File: src/rtl/lin_guard_pkg.sv
package lin_guard_pkg;

  typedef enum logic [1:0] {
    MODE_SLEEP   = 2'b00,
    MODE_STANDBY = 2'b01,
    MODE_NORMAL  = 2'b10,
    MODE_FAST    = 2'b11
  } lin_mode_e;

  localparam logic LVL_DOM = 1'b0;
  localparam logic LVL_REC = 1'b1;

  function automatic logic mode_drives(input logic [1:0] m);
    return (m == MODE_NORMAL) || (m == MODE_FAST);
  endfunction

endpackage

File: src/rtl/lin_run_counter.sv
// Counts timebase ticks for which a level stays at TARGET without a break.
// EDGE_OUT picks the output: 1 = pulse on the tick that completes the run,
// 0 = level that stays high while the full run has been seen.
module lin_run_counter #(
  parameter int   TICKS    = 80,
  parameter logic TARGET   = 1'b0,
  parameter bit   EDGE_OUT = 1'b1
) (
  input  logic clk,
  input  logic rst_n,
  input  logic arm_i,
  input  logic level_i,
  input  logic tick_i,
  output logic out_o
);
  localparam int CW = $clog2(TICKS + 1);
  localparam logic [CW-1:0] LAST = CW'(TICKS);
  localparam logic [CW-1:0] PREV = CW'(TICKS - 1);

  logic [CW-1:0] cnt_q;
  logic          run_ok;

  assign run_ok = arm_i && (level_i == TARGET);

  always_ff @(posedge clk or negedge rst_n) begin
    if (!rst_n) begin
      cnt_q <= '0;
    end else if (!run_ok) begin
      cnt_q <= '0;
    end else if (tick_i && (cnt_q != LAST)) begin
      cnt_q <= cnt_q + CW'(1);
    end
  end

  generate
    if (EDGE_OUT) begin : g_pulse
      assign out_o = run_ok && tick_i && (cnt_q == PREV);
    end else begin : g_level
      assign out_o = (cnt_q == LAST);
    end
  endgenerate

endmodule

File: src/rtl/lin_tx_guard.sv
// Driver block and sticky fault flag for the transmit-timeout monitor.
module lin_tx_guard
  import lin_guard_pkg::*;
(
  input  logic clk,
  input  logic rst_n,
  input  logic active_i,
  input  logic txd_i,
  input  logic hit_i,
  input  logic clr_i,
  output logic tx_en_o,
  output logic fault_o
);
  logic active_q;
  logic block_q;
  logic fault_q;
  logic entry;
  logic line_rec;

  assign entry    = active_i && !active_q;
  assign line_rec = (txd_i == LVL_REC);

  always_ff @(posedge clk or negedge rst_n) begin
    if (!rst_n) begin
      active_q <= 1'b0;
    end else begin
      active_q <= active_i;
    end
  end

  // Release needs a recessive line plus a clear or a fresh mode entry.
  always_ff @(posedge clk or negedge rst_n) begin
    if (!rst_n) begin
      block_q <= 1'b0;
    end else if (hit_i) begin
      block_q <= 1'b1;
    end else if (line_rec && (clr_i || entry)) begin
      block_q <= 1'b0;
    end
  end

  // Sticky flag: only a qualified clear removes it.
  always_ff @(posedge clk or negedge rst_n) begin
    if (!rst_n) begin
      fault_q <= 1'b0;
    end else if (hit_i) begin
      fault_q <= 1'b1;
    end else if (line_rec && clr_i) begin
      fault_q <= 1'b0;
    end
  end

  assign tx_en_o = active_i && !block_q;
  assign fault_o = fault_q;

endmodule

File: src/rtl/lin_wake_lock.sv
// Samples the bus on entry to sleep; locks wake-up on a dominant bus.
module lin_wake_lock
  import lin_guard_pkg::*;
(
  input  logic clk,
  input  logic rst_n,
  input  logic sleep_i,
  input  logic bus_i,
  input  logic rec_ok_i,
  output logic lock_o,
  output logic set_o
);
  logic sleep_q;
  logic lock_q;

  assign set_o = sleep_i && !sleep_q && (bus_i == LVL_DOM);

  always_ff @(posedge clk or negedge rst_n) begin
    if (!rst_n) begin
      sleep_q <= 1'b1;
    end else begin
      sleep_q <= sleep_i;
    end
  end

  always_ff @(posedge clk or negedge rst_n) begin
    if (!rst_n) begin
      lock_q <= 1'b0;
    end else if (set_o) begin
      lock_q <= 1'b1;
    end else if (rec_ok_i && (bus_i == LVL_REC)) begin
      lock_q <= 1'b0;
    end
  end

  assign lock_o = lock_q;

endmodule

File: src/rtl/lin_txd_bus_guard.sv
module lin_txd_bus_guard
  import lin_guard_pkg::*;
#(
  parameter int TMO_TICKS  = 80,
  parameter int FILT_TICKS = 4
) (
  input  logic       clk,
  input  logic       rst_n,
  input  logic [1:0] mode_i,
  input  logic       txd_i,
  input  logic       bus_i,
  input  logic       tick_i,
  input  logic       clr_i,
  output logic       tx_en_o,
  output logic       wake_lock_o,
  output logic       fault_o,
  output logic       irq_o
);
  logic active;
  logic in_sleep;
  logic tmo_hit;
  logic rec_ok;
  logic lock_set;
  logic irq_q;

  assign active   = mode_drives(mode_i);
  assign in_sleep = (mode_i == MODE_SLEEP);

  lin_run_counter #(
    .TICKS   (TMO_TICKS),
    .TARGET  (LVL_DOM),
    .EDGE_OUT(1'b1)
  ) u_tmo (
    .clk    (clk),
    .rst_n  (rst_n),
    .arm_i  (active),
    .level_i(txd_i),
    .tick_i (tick_i),
    .out_o  (tmo_hit)
  );

  lin_run_counter #(
    .TICKS   (FILT_TICKS),
    .TARGET  (LVL_REC),
    .EDGE_OUT(1'b0)
  ) u_filt (
    .clk    (clk),
    .rst_n  (rst_n),
    .arm_i  (1'b1),
    .level_i(bus_i),
    .tick_i (tick_i),
    .out_o  (rec_ok)
  );

  lin_tx_guard u_txg (
    .clk     (clk),
    .rst_n   (rst_n),
    .active_i(active),
    .txd_i   (txd_i),
    .hit_i   (tmo_hit),
    .clr_i   (clr_i),
    .tx_en_o (tx_en_o),
    .fault_o (fault_o)
  );

  lin_wake_lock u_wlk (
    .clk     (clk),
    .rst_n   (rst_n),
    .sleep_i (in_sleep),
    .bus_i   (bus_i),
    .rec_ok_i(rec_ok),
    .lock_o  (wake_lock_o),
    .set_o   (lock_set)
  );

  // A new detection wins over a clear in the same cycle.
  always_ff @(posedge clk or negedge rst_n) begin
    if (!rst_n) begin
      irq_q <= 1'b0;
    end else if (tmo_hit || lock_set) begin
      irq_q <= 1'b1;
    end else if (clr_i && (txd_i == LVL_REC)) begin
      irq_q <= 1'b0;
    end
  end

  assign irq_o = irq_q;

endmodule

File: config.mk
export PLATFORM = sky130hd
export DESIGN_NAME = lin_txd_bus_guard
export DESIGN_NICKNAME = d
export VERILOG_FILES = /design/src/rtl/lin_guard_pkg.sv /design/src/rtl/lin_run_counter.sv /design/src/rtl/lin_tx_guard.sv /design/src/rtl/lin_wake_lock.sv /design/src/rtl/lin_txd_bus_guard.sv
export SDC_FILE = /design/constraint.sdc
export NUM_CORES = 1
export LEC_CHECK = 0
export ABC_AREA = 1
export ABC_CLOCK_PERIOD_IN_PS = 1700
export BUFFER_PORTS_ARGS = -buffer_cell sky130_fd_sc_hd__buf_2
export CAP_MARGIN = 20
export CELL_PAD_IN_SITES_DETAIL_PLACEMENT = 2
export CELL_PAD_IN_SITES_GLOBAL_PLACEMENT = 2
export CORE_MARGIN = 2
export CORE_UTILIZATION = 31
export DETAILED_ROUTE_END_ITERATION = 10
export PLACE_DENSITY = 0.84
export SETUP_SLACK_MARGIN = 0.3
export SLEW_MARGIN = 20
export SYNTH_ARGS = -nofsm -noshare
export SYNTH_HDL_FRONTEND = slang
export SYNTH_SLANG_ARGS = --single-unit
File: constraint.sdc
create_clock -name clk -period 1.7 [get_ports clk]
set_input_delay 0.34 -clock clk [delete_from_list [all_inputs] [get_ports clk]]
set_output_delay 0.34 -clock clk [all_outputs]
set_load 0.01 [all_outputs]
==> metrics.md, run 1 <==
| Metric | Value |
|---|---|
| Status | `complete, no violations` |
| Global Route Usage Sum | `0.175` |
| Final WS setup | `around 330 ps` |
| Vias in the first global route | `857` |
| Startpoint types | `register` |
| Largest net degree at the start of global routing | `17` |
| Rows | `18` |
| Switching share of total power | `0.258` |
| Worst-Skew Late Latency | `roughly 300 ps` |
| Largest area contributor in the netlist | `dfrtp_1` |
| Critical Path AT | `about 1600 ps` |
| HP Start | `mode_i[0]` |
| Int Power | `roughly 560 uW` |
| Kind of end point of the critical path | `register` |
| Ant. Diodes | `0` |
| Seq pwr share | `0.535` |
| # port buffers | `11` |
| Post-synthesis cell type count | `16` |
| First-pass GRT wire length | `approximately 4.1 mm` |
| Post-route antenna net violation count | `0` |
| Vias per cell | `between 5 and 6` |
| Cts bufs inserted | `3` |
| Final Slew Violations | `0` |
| DP HPWL | `between 1.5 and 2 mm` |
| Static leakage | `around 0.53 nW` |
| Worst r2r src | `u_tmo.cnt_q[0]` |
| Iteration-0 DRC count of the detailed router | `8` |
| Slew Limit Headroom | `0.754` |
| PwrDens | `around 740 nW/um^2` |
| Clock sink count | `16` |
| Grt total ovfl | `0` |
| Commonest cells after routing, fill and taps aside | `30 x nand2_1, 15 x dfrtp_1, 12 x inv_1` |
| Register area share after synthesis | `0.486` |
| Clk pwr share | `0.347` |
| TNS Setup | `0 ps` |
| Clk slew on worst S/H paths | `around 100 ps` |
| Worst EP required | `1940 ps` |
| Synth-to-Final Area Change | `23.2%` |
| Pre-antenna DRT Iters | `4` |
| Max-Cap Viols | `0` |
| Peak fanout along the critical path | `7` |
| # DRC | `0` |
| Final WL | `around 2.4 mm` |
| Flops & latches, synth | `16` |
| H-tree lvl count | `1` |
| Critical path class | `reg2reg` |
| Placed insts | `143` |
| Routed len/inst | `approximately 16 microns` |
| Place WS | `304 ps` |
| Synth top area share | `0.455` |
| Num ports | `12` |
| Mapped Avg Cell Area | `~8 sq um` |
| Synthesized cell area | `roughly 830 sq um` |
| Post-route minimum period | `~1400 ps` |
| P_sw | `194 uW` |
| Final net count | `approximately 130` |
| Gp weighted congestion | `0.752` |
| Routed via count | `758` |
| Final core occ | `0.407` |
| Commonest non-fill, non-tap cell in the layout | `nand2_1` |
| CTS tree | `built` |
| Gate power share | `0.117` |
| RSZ-0062 raised after global routing | `true` |
| Post-synthesis cell count | `103` |
| Final clock skew | `1.83 ps` |
| Synth warnings | `0` |
| Core footprint | `2500 sq um` |
| Share of cells above drive strength 1 | `0.240` |
| Final setup fails | `0` |
| Max rail drop VDD | `between 400 and 500 uV` |
| Clk root buf | `clkbuf_4` |
| Bufs on Longest Clock Path | `2` |
| Die Y-Extent | `roughly 56 microns` |
| Die Width | `between 50 and 60 microns` |
| Fmax | `727 MHz` |
| Top cells by area in the synthesized netlist | `dfrtp_1 45%, nand2_1 14%, inv_1 6.4%` |
| Syn_nets | `115` |
| Least-Margin Pin Slew | `approximately 370 ps` |
| Final period utilization | `0.809` |
| Die Footprint | `roughly 3000 sq um` |
| Initial Utilization | `0.330` |
| Final hold vios | `0` |
| # fillers | `between 200 and 300` |
| Final cell count without fillers | `approximately 150` |
| CP Launch Point | `u_tmo.cnt_q[0]` |
| Initial antenna violation count | `0` |
| HP Class | `in2reg` |
[what timing repair did]
action | 4_1_cts | 5_1_grt
gates resized for setup | 1 | 9
pin swaps | 0 | 12
endpoints found under the hold margin | 15 | 0
hold buffers | 1 | 0
setup buffers | 0 | 3
setup endpoints to repair | 6 | 9
[flip-flops by register name, summed over array words and instances, names as in the netlist]
register	count
u_filt.cnt_q	3
u_txg.fault_o	1
u_txg.active_q	1
irq_o	1
u_txg.block_q	1
u_wlk.sleep_q	1
u_tmo.cnt_q	7
u_wlk.lock_o	1
[path summary, 6_finish.rpt]
path | slack [ps] | endpoint | depth (start not counted)
min | 170 | u_wlk.sleep_q | 2
max | 330 | u_tmo.cnt_q[1] | 8
max reg2reg | 330 | u_tmo.cnt_q[1] | 8
min reg2reg | 520 | irq_o | 2
min in group asynchronous | 480 | u_tmo.cnt_q[0] | 2
max in group asynchronous | 920 | u_wlk.sleep_q | 2
[cell families after synthesis]
logic type | Yosys count | share of synthesized area
DFF | 16 | 0.486
AOI/OAI and AO/OA | 9 | 0.0561
and+or+nand+nor | 56 | 0.297
xor gates and xnor gates | 3 | 0.0318
adders and majority gates | 4 | 0.0606
buffers and inverters | 15 | 0.0682
[power groups by stage]
stage / Sequential [mW] / Clock, mW / Combinational, mW
4_1_cts: 0.403 / 0.277 / 0.0813
2_1_floorplan: 0.411 / 0 / 0.0388
5_1_grt: 0.405 / 0.290 / 0.103
3_5_place_dp: 0.410 / 0 / 0.0779
3_3_place_gp: 0.409 / 0 / 0.0729
6_report: 0.403 / 0.261 / 0.0882
[routing by layer]
layer	up-vias	GRT usage	wire, microns
met5	-	0	0
met4	0	0.125	79
met3	6	0.0256	38
met2	8	0.286	1280
met1	383	0.208	1010
li1	361	-	-
[metrics by stage]
step	hold slack [ps]	total power, mW	area, sq um
after floorplan	44.4	0.450	826
after global placement	274	0.482	915
after detailed placement	280	0.488	915
after CTS	152	0.761	966
after global routing	169	0.798	1020
final	168	0.752	1020
[area by class of cell]
type	count	area (sq um)	share of cell area
inverters	14	52.6	0.0517
flip-flops and latches	16	402	0.395
repair buffers	15	87.6	0.0861
multi-input cells	72	402	0.395
well taps	30	37.5	0.0369
clock buffers	4	36.3	0.0357
[worst max-delay path, stage by stage, from the launching register on]
cell	delay, ps
dfrtp_1	430
inv_2	100
ha_4	130
nand2_2	60
nor2_4	140
nor2_4	80
nor2_4	200
nand2_1	80
nand2_1	80
[cells in the mapped netlist]
| cell type | instances |
|---|---|
| dfstp_2 | 1 |
| ha_1 | 4 |
| a21oi_1 | 3 |
| nand2_1 | 31 |
| o21ai_0 | 5 |
| nor2_4 | 1 |
| dfrtp_1 | 15 |
| a31oi_1 | 1 |
| nand4_1 | 3 |
| nand3_1 | 9 |
| nor2_1 | 7 |
| nor2_2 | 2 |
| nor3_1 | 3 |
| inv_1 | 14 |
| clkbuf_1 | 1 |
| xor2_1 | 3 |
Note: power is estimated with default switching activity, not from simulation.
==> inputs of run 2 (changes only) <==
--- a/config.mk
+++ b/config.mk
@@ -6,15 +6,15 @@
 export NUM_CORES = 1
 export LEC_CHECK = 0
 export ABC_AREA = 1
-export ABC_CLOCK_PERIOD_IN_PS = 1700
+export ABC_CLOCK_PERIOD_IN_PS = 1100
 export BUFFER_PORTS_ARGS = -buffer_cell sky130_fd_sc_hd__buf_2
 export CAP_MARGIN = 20
 export CELL_PAD_IN_SITES_DETAIL_PLACEMENT = 2
 export CELL_PAD_IN_SITES_GLOBAL_PLACEMENT = 2
 export CORE_MARGIN = 2
-export CORE_UTILIZATION = 31
+export CORE_UTILIZATION = 28
 export DETAILED_ROUTE_END_ITERATION = 10
-export PLACE_DENSITY = 0.84
+export PLACE_DENSITY = 0.81
 export SETUP_SLACK_MARGIN = 0.3
 export SLEW_MARGIN = 20
 export SYNTH_ARGS = -nofsm -noshare
==> constraint.sdc (replaced) <==
create_clock -name clk -period 1.1 [get_ports clk]
set_input_delay 0.22 -clock clk [delete_from_list [all_inputs] [get_ports clk]]
set_output_delay 0.22 -clock clk [all_outputs]
set_load 0.01 [all_outputs]
==> metrics.md, run 2 (same netlist as run 1, synthesis figures left out) <==
| Metric | Value |
|---|---|
| Final WS setup | `-186 ps (-511 ps)` |
| Max reg flops | `7 (unchanged)` |
| Static leakage | `0.646 nW (+21%)` |
| Register area | `402 sq um (unchanged)` |
| Final Slew Violations | `0 (unchanged)` |
| H-tree lvl count | `1 (unchanged)` |
| Die Y-Extent | `58.3 microns (+4.8%)` |
| Commonest cells after routing, fill and taps aside | `25 x nand2_1, 25 x buf_4, 15 x dfrtp_1` |
| Rows | `19 (+1)` |
| Worst R2R Path Depth | `8 (unchanged)` |
| Fmax | `777 MHz (+6.9%)` |
| Final hold vios | `0 (unchanged)` |
| # port buffers | `11 (unchanged)` |
| Placed insts | `159 (+11%)` |
| Grt total ovfl | `0 (unchanged)` |
| Synth-to-Final Area Change | `50.8%` |
| # fillers | `309 (+6.9%)` |
| Kind of end point of the critical path | `register` |
| Worst EP required | `1320 ps (-620 ps)` |
| Cts bufs inserted | `3 (unchanged)` |
| Final period utilization | `1.17 (+0.361)` |
| Core footprint | `2780 sq um (+11%)` |
| Initial antenna violation count | `0 (unchanged)` |
| Most flops, register | `u_tmo.cnt_q` |
| RSZ-0062 raised after global routing | `true` |
| # DRC | `0 (unchanged)` |
| Critical path class | `reg2reg` |
| Global Route Usage Sum | `0.179 (+0.00391)` |
| Place WS | `-257 ps (-561 ps)` |
| TNS Setup | `-1650 ps (-1650 ps)` |
| Bufs on Longest Clock Path | `2 (unchanged)` |
| Die Width | `58.3 microns (+4.8%)` |
| Routed via count | `810 (+6.9%)` |
| Share of cells above drive strength 1 | `0.455 (+0.215)` |
| Area occupied by multi-input gates | `463 sq um (+15%)` |
| Status | `finished, violations left` |
| Worst r2r src | `u_tmo.cnt_q[1]` |
| Slew Limit Headroom | `0.755 (+0.000808)` |
| CTS tree | `built` |
| Routed len/inst | `15.0 microns (-5.7%)` |
| DP HPWL | `1.93 mm (+8.4%)` |
| Peak fanout along the critical path | `7 (unchanged)` |
| HP Start | `mode_i[0]` |
| Final hold slack | `63.2 ps (-105 ps)` |
| Final net count | `156 (+16%)` |
| Iteration-0 DRC count of the detailed router | `14 (+6)` |
| PwrDens | `963 nW/um^2 (+30%)` |
| Vias per cell | `4.66 (-7.3%)` |
| HP Class | `in2reg` |
| Largest regs | `u_tmo.cnt_q x7, u_filt.cnt_q x3` |
| Final setup fails | `14 (+14)` |
| Max-Cap Viols | `0 (unchanged)` |
| FF-to-FF setup slack | `-190 ps (-510 ps)` |
| Post-route minimum period | `1290 ps (-88.5 ps)` |
| Clock sink count | `16 (unchanged)` |
| R2R Path End | `u_tmo.cnt_q[3]` |
| Final cell count without fillers | `174 (+15%)` |
| Final WL | `2.61 mm (+8.7%)` |
| Least-Margin Pin Slew | `368 ps (-1.21 ps)` |
| Max rail drop VDD | `775 uV (+60%)` |
| Post-route antenna net violation count | `0 (unchanged)` |
| Hold path cells | `2 (unchanged)` |
| Pre-antenna DRT Iters | `4 (unchanged)` |
| Largest net degree at the start of global routing | `17 (unchanged)` |
| Worst-Skew Late Latency | `280 ps (-20 ps)` |
| Vias in the first global route | `920 (+7.4%)` |
| First-pass GRT wire length | `4.47 mm (+8.0%)` |
| Pwr Total | `1.20 mW (+59%)` |
| Gp weighted congestion | `0.804 (+6.9%)` |
| Num ports | `12 (unchanged)` |
| Clk root buf | `clkbuf_4` |
| Hold EP | `u_wlk.sleep_q` |
| Critical Path AT | `1510 ps (-100 ps)` |
| Startpoint types | `register` |
| Final clock skew | `2.47 ps (+0.642 ps)` |
| Violated checks | `setup timing` |
| Ant. Diodes | `0 (unchanged)` |
| Clk slew on worst S/H paths | `90 ps (about the same)` |
| Die Footprint | `3400 sq um (+9.9%)` |
| Initial Utilization | `0.297 (-0.0334)` |
## run 2: changes by cell type in the layout (fill, tap and decap cells not counted), moves of 3 or more
cell and change:
buf_4 +22, nand2_1 -5, nand2_2 +4, o21ai_0 -3
## run 2: critical path, stage by stage (launching register included)
cell,delay [ps]
dfrtp_1,430
inv_2,80
ha_4,130
nand2_4,50
nor2_4,120
nor2_4,60
nor2_4,190
nand2_1,90
nand2_1,80
## run 2: per-layer routing
metal | GRT usage | vias to the layer above | share of wire
met5 | 0 | - | 0
met2 | 0.327 | 4 | 0.53
met1 | 0.216 | 400 | 0.45
met4 | 0.0598 | 0 | 0.0038
met3 | 0.0198 | 2 | 0.0092
li1 | - | 404 | -
## run 2: final cells by class
class / instances / share of cell area
clock buffer: 4 / 0.0291
timing repair buffer: 37 / 0.203
inverter: 14 / 0.0422
tap: 31 / 0.0312
multi-input combinational: 72 / 0.372
sequential: 16 / 0.323
## run 2: power by group
part	leakage (nW)	internal, mW	switching (mW)
clock network	0.0210	0.201	0.183
logic	0.415	0.0926	0.101
registers	0.210	0.610	0.0120
## run 2: worst max-delay path by stage
stage	end	cells past startpoint	startpoint
2_1_floorplan	u_tmo.cnt_q[5]	8	u_tmo.cnt_q[0]
5_1_grt	u_tmo.cnt_q[3]	8	u_tmo.cnt_q[1]
6_report	u_tmo.cnt_q[3]	8	u_tmo.cnt_q[1]
3_5_place_dp	u_tmo.cnt_q[5]	8	u_tmo.cnt_q[0]
4_1_cts	u_tmo.cnt_q[3]	8	u_tmo.cnt_q[1]
3_3_place_gp	u_tmo.cnt_q[5]	8	u_tmo.cnt_q[1]
## run 2: timing repair
| action | in CTS | in global routing |
|---|---|---|
| cloned | 0 | 0 |
| buffers inserted | 8 | 2 |
| setup endpoints to repair | 18 | 18 |
| endpoints found under the hold margin | 15 | 0 |
| resized for setup | 12 | 11 |
| hold buffers | 1 | 0 |
| pin swaps | 14 | 13 |
## run 2: stage by stage
stage               area [sq um]  utilization
floorplan                    850            -
global placement            1050        0.378
detailed placement          1050        0.378
CTS                         1190        0.428
global route                1240        0.448
finish                      1240        0.448
==> inputs of run 3 (changes only) <==
--- a/config.mk
+++ b/config.mk
@@ -12,9 +12,10 @@
 export CELL_PAD_IN_SITES_DETAIL_PLACEMENT = 2
 export CELL_PAD_IN_SITES_GLOBAL_PLACEMENT = 2
 export CORE_MARGIN = 2
-export CORE_UTILIZATION = 28
+export CORE_UTILIZATION = 30
+export CTS_BUF_LIST = sky130_fd_sc_hd__clkbuf_4 sky130_fd_sc_hd__clkbuf_8
 export DETAILED_ROUTE_END_ITERATION = 10
-export PLACE_DENSITY = 0.81
+export PLACE_DENSITY = 0.85
 export SETUP_SLACK_MARGIN = 0.3
 export SLEW_MARGIN = 20
 export SYNTH_ARGS = -nofsm -noshare
==> metrics.md, run 3 (same netlist as run 1, synthesis figures left out) <==
| Metric | Value |
|---|---|
| Status | `finished, violations left` |
| Violated checks | `setup timing` |
| Final net count | `155 (-0.64%)` |
| Critical path class | `reg2reg` |
| Final WL | `2.73 mm (+4.5%)` |
| Rows | `19 (unchanged)` |
| Core footprint | `2690 sq um (-3.4%)` |
| Synth-to-Final Area Change | `44.8%` |
| HP Class | `in2reg` |
| Startpoint types | `register` |
| Static leakage | `0.637 nW (-1.3%)` |
| Bufs on Longest Clock Path | `2 (unchanged)` |
| Final WS setup | `-184 ps (+2.81 ps)` |
| Cts bufs inserted | `3 (unchanged)` |
| Placed insts | `160 (+0.63%)` |
| Commonest cells after routing, fill and taps aside | `30 x nand2_1, 24 x buf_4, 15 x dfrtp_1` |
| Commonest non-fill, non-tap cell in the layout | `nand2_1` |
| Grt total ovfl | `0 (unchanged)` |
| Max-Cap Viols | `0 (unchanged)` |
| Slew Limit Headroom | `0.733 (-0.0220)` |
| Worst R2R Path Depth | `8 (unchanged)` |
| # DRC | `0 (unchanged)` |
| Clk slew on worst S/H paths | `110 ps (+20 ps)` |
| Worst-Skew Late Latency | `290 ps (about the same)` |
| Most flops, register | `u_tmo.cnt_q` |
| Final hold slack | `51.0 ps (-12.2 ps)` |
| PwrDens | `1020 nW/um^2 (+6.2%)` |
| Fmax | `779 MHz (+0.22%)` |
| Final setup fails | `13 (-1)` |
| Final Slew Violations | `0 (unchanged)` |
| DP HPWL | `2.02 mm (+4.3%)` |
| Post-route antenna net violation count | `0 (unchanged)` |
| Num ports | `12 (unchanged)` |
| Critical Path AT | `1510 ps (about the same)` |
| Global Route Usage Sum | `0.201 (+0.0222)` |
| H-tree lvl count | `1 (unchanged)` |
| Max rail drop VDD | `651 uV (-16%)` |
| Ant. Diodes | `0 (unchanged)` |
| RSZ-0062 raised after global routing | `true` |
| Kind of end point of the critical path | `register` |
| Largest regs | `u_tmo.cnt_q x7, u_filt.cnt_q x3` |
| Hold path cells | `2 (unchanged)` |
| Worst path depth | `8 (unchanged)` |
| Pre-antenna DRT Iters | `4 (unchanged)` |
| Peak fanout along the critical path | `7 (unchanged)` |
| Routed via count | `814 (+0.49%)` |
| Initial Utilization | `0.307 (+0.0105)` |
| Gp weighted congestion | `0.759 (-5.6%)` |
| Worst EP required | `1330 ps (about the same)` |
| Largest net degree at the start of global routing | `17 (unchanged)` |
| Buffers and inverters on the worst path | `1 (unchanged)` |
| Die Width | `56.5 microns (-3.2%)` |
| # fillers | `328 (+6.1%)` |
| Vias in the first global route | `989 (+7.5%)` |
| Cell family with most CP delay | `simple AND/OR/NAND/NOR gates` |
| Crit-path most repeated cell | `nor2_4` |
| Max reg flops | `7 (unchanged)` |
| TNS Setup | `-1660 ps (-2.38 ps)` |
| CTS tree | `built` |
| First-pass GRT wire length | `4.81 mm (+7.6%)` |
| Pwr Total | `1.22 mW (+2.0%)` |
| Vias per cell | `4.71 (+1.1%)` |
| FF-to-FF setup slack | `-180 ps (about the same)` |
| Clk root buf | `clkbuf_4` |
| Final cell count without fillers | `173 (-0.57%)` |
| Least-Margin Pin Slew | `401 ps (+32.9 ps)` |
| Clock sink count | `16 (unchanged)` |
| Share of cells above drive strength 1 | `0.373 (-0.0813)` |
| CP cell instances | `inv_2, ha_4, nand2_4, nor2_4, nor2_4, nor2_4, nand2_1, nand2_1` |
| Initial antenna violation count | `0 (unchanged)` |
| Iteration-0 DRC count of the detailed router | `13 (-1)` |
| Routed len/inst | `15.8 microns (+5.1%)` |
| Post-route minimum period | `1280 ps (-2.81 ps)` |
| Final clock skew | `5.47 ps (+3.01 ps)` |
| Final period utilization | `1.17 (-0.00255)` |
| Crit-path max cell delay | `420 ps (about the same)` |
| # port buffers | `11 (unchanged)` |
| Die Footprint | `3190 sq um (-6.2%)` |
| Final hold vios | `0 (unchanged)` |
| Crit-path slowest cell | `dfrtp_1` |
| Die Y-Extent | `56.5 microns (-3.2%)` |
[run 3: cell count changes in the layout (fill, tap and decap cells not counted), sizes merged]
cell / previous run / this run
buf: 36 / 35
[run 3: routing by layer]
metal / global-route usage / share of wire / up-vias
li1: - / - / 404
met1: 0.232 / 0.40 / 406
met2: 0.387 / 0.58 / 4
met3: 0.0276 / 0.014 / 0
met4: 0.0408 / 0 / 0
met5: 0 / 0 / -
[run 3: report_power, final]
part	leakage [nW]	internal (mW)	switching, mW
Clock	0.0210	0.201	0.203
Sequential	0.210	0.610	0.0125
Combinational	0.407	0.0938	0.102
Total	0.637	0.905	0.318
[run 3: stage by stage]
stage | cell area, sq um | setup WS [ps] | utilization
3_5_place_dp | 1060 | -232 | 0.395
5_1_grt | 1200 | -286 | 0.445
3_3_place_gp | 1060 | -130 | 0.395
4_1_cts | 1170 | -222 | 0.437
2_1_floorplan | 850 | -50.6 | -
6_report | 1200 | -184 | 0.445
[run 3: area by class of cell]
type / instances / area (sq um) / share of cell area
clock buffers: 4 / 36.3 / 0.0303
inverters: 14 / 52.6 / 0.0439
well taps: 31 / 38.8 / 0.0324
multi-input cells: 72 / 422 / 0.353
flip-flops and latches: 16 / 402 / 0.336
repair buffers: 36 / 245 / 0.205
[run 3: worst paths after layout]
kind | startpoint | endpoint
max | u_tmo.cnt_q[0] | u_tmo.cnt_q[1]
min | mode_i[0] | u_wlk.sleep_q
max reg2reg | u_tmo.cnt_q[0] | u_tmo.cnt_q[1]
min reg2reg | irq_o | irq_o
max in group asynchronous | rst_n | u_wlk.sleep_q
min in group asynchronous | rst_n | u_tmo.cnt_q[4]
[run 3: repair_timing]
| action | 4_1_cts | 5_1_grt |
|---|---|---|
| setup buffers | 5 | 3 |
| gates cloned | 0 | 0 |
| setup endpoints to repair | 18 | 18 |
| hold endpoints to repair | 15 | 0 |
| hold buffers | 1 | 0 |
| resized for setup | 10 | 0 |
| pin swaps | 8 | 10 |
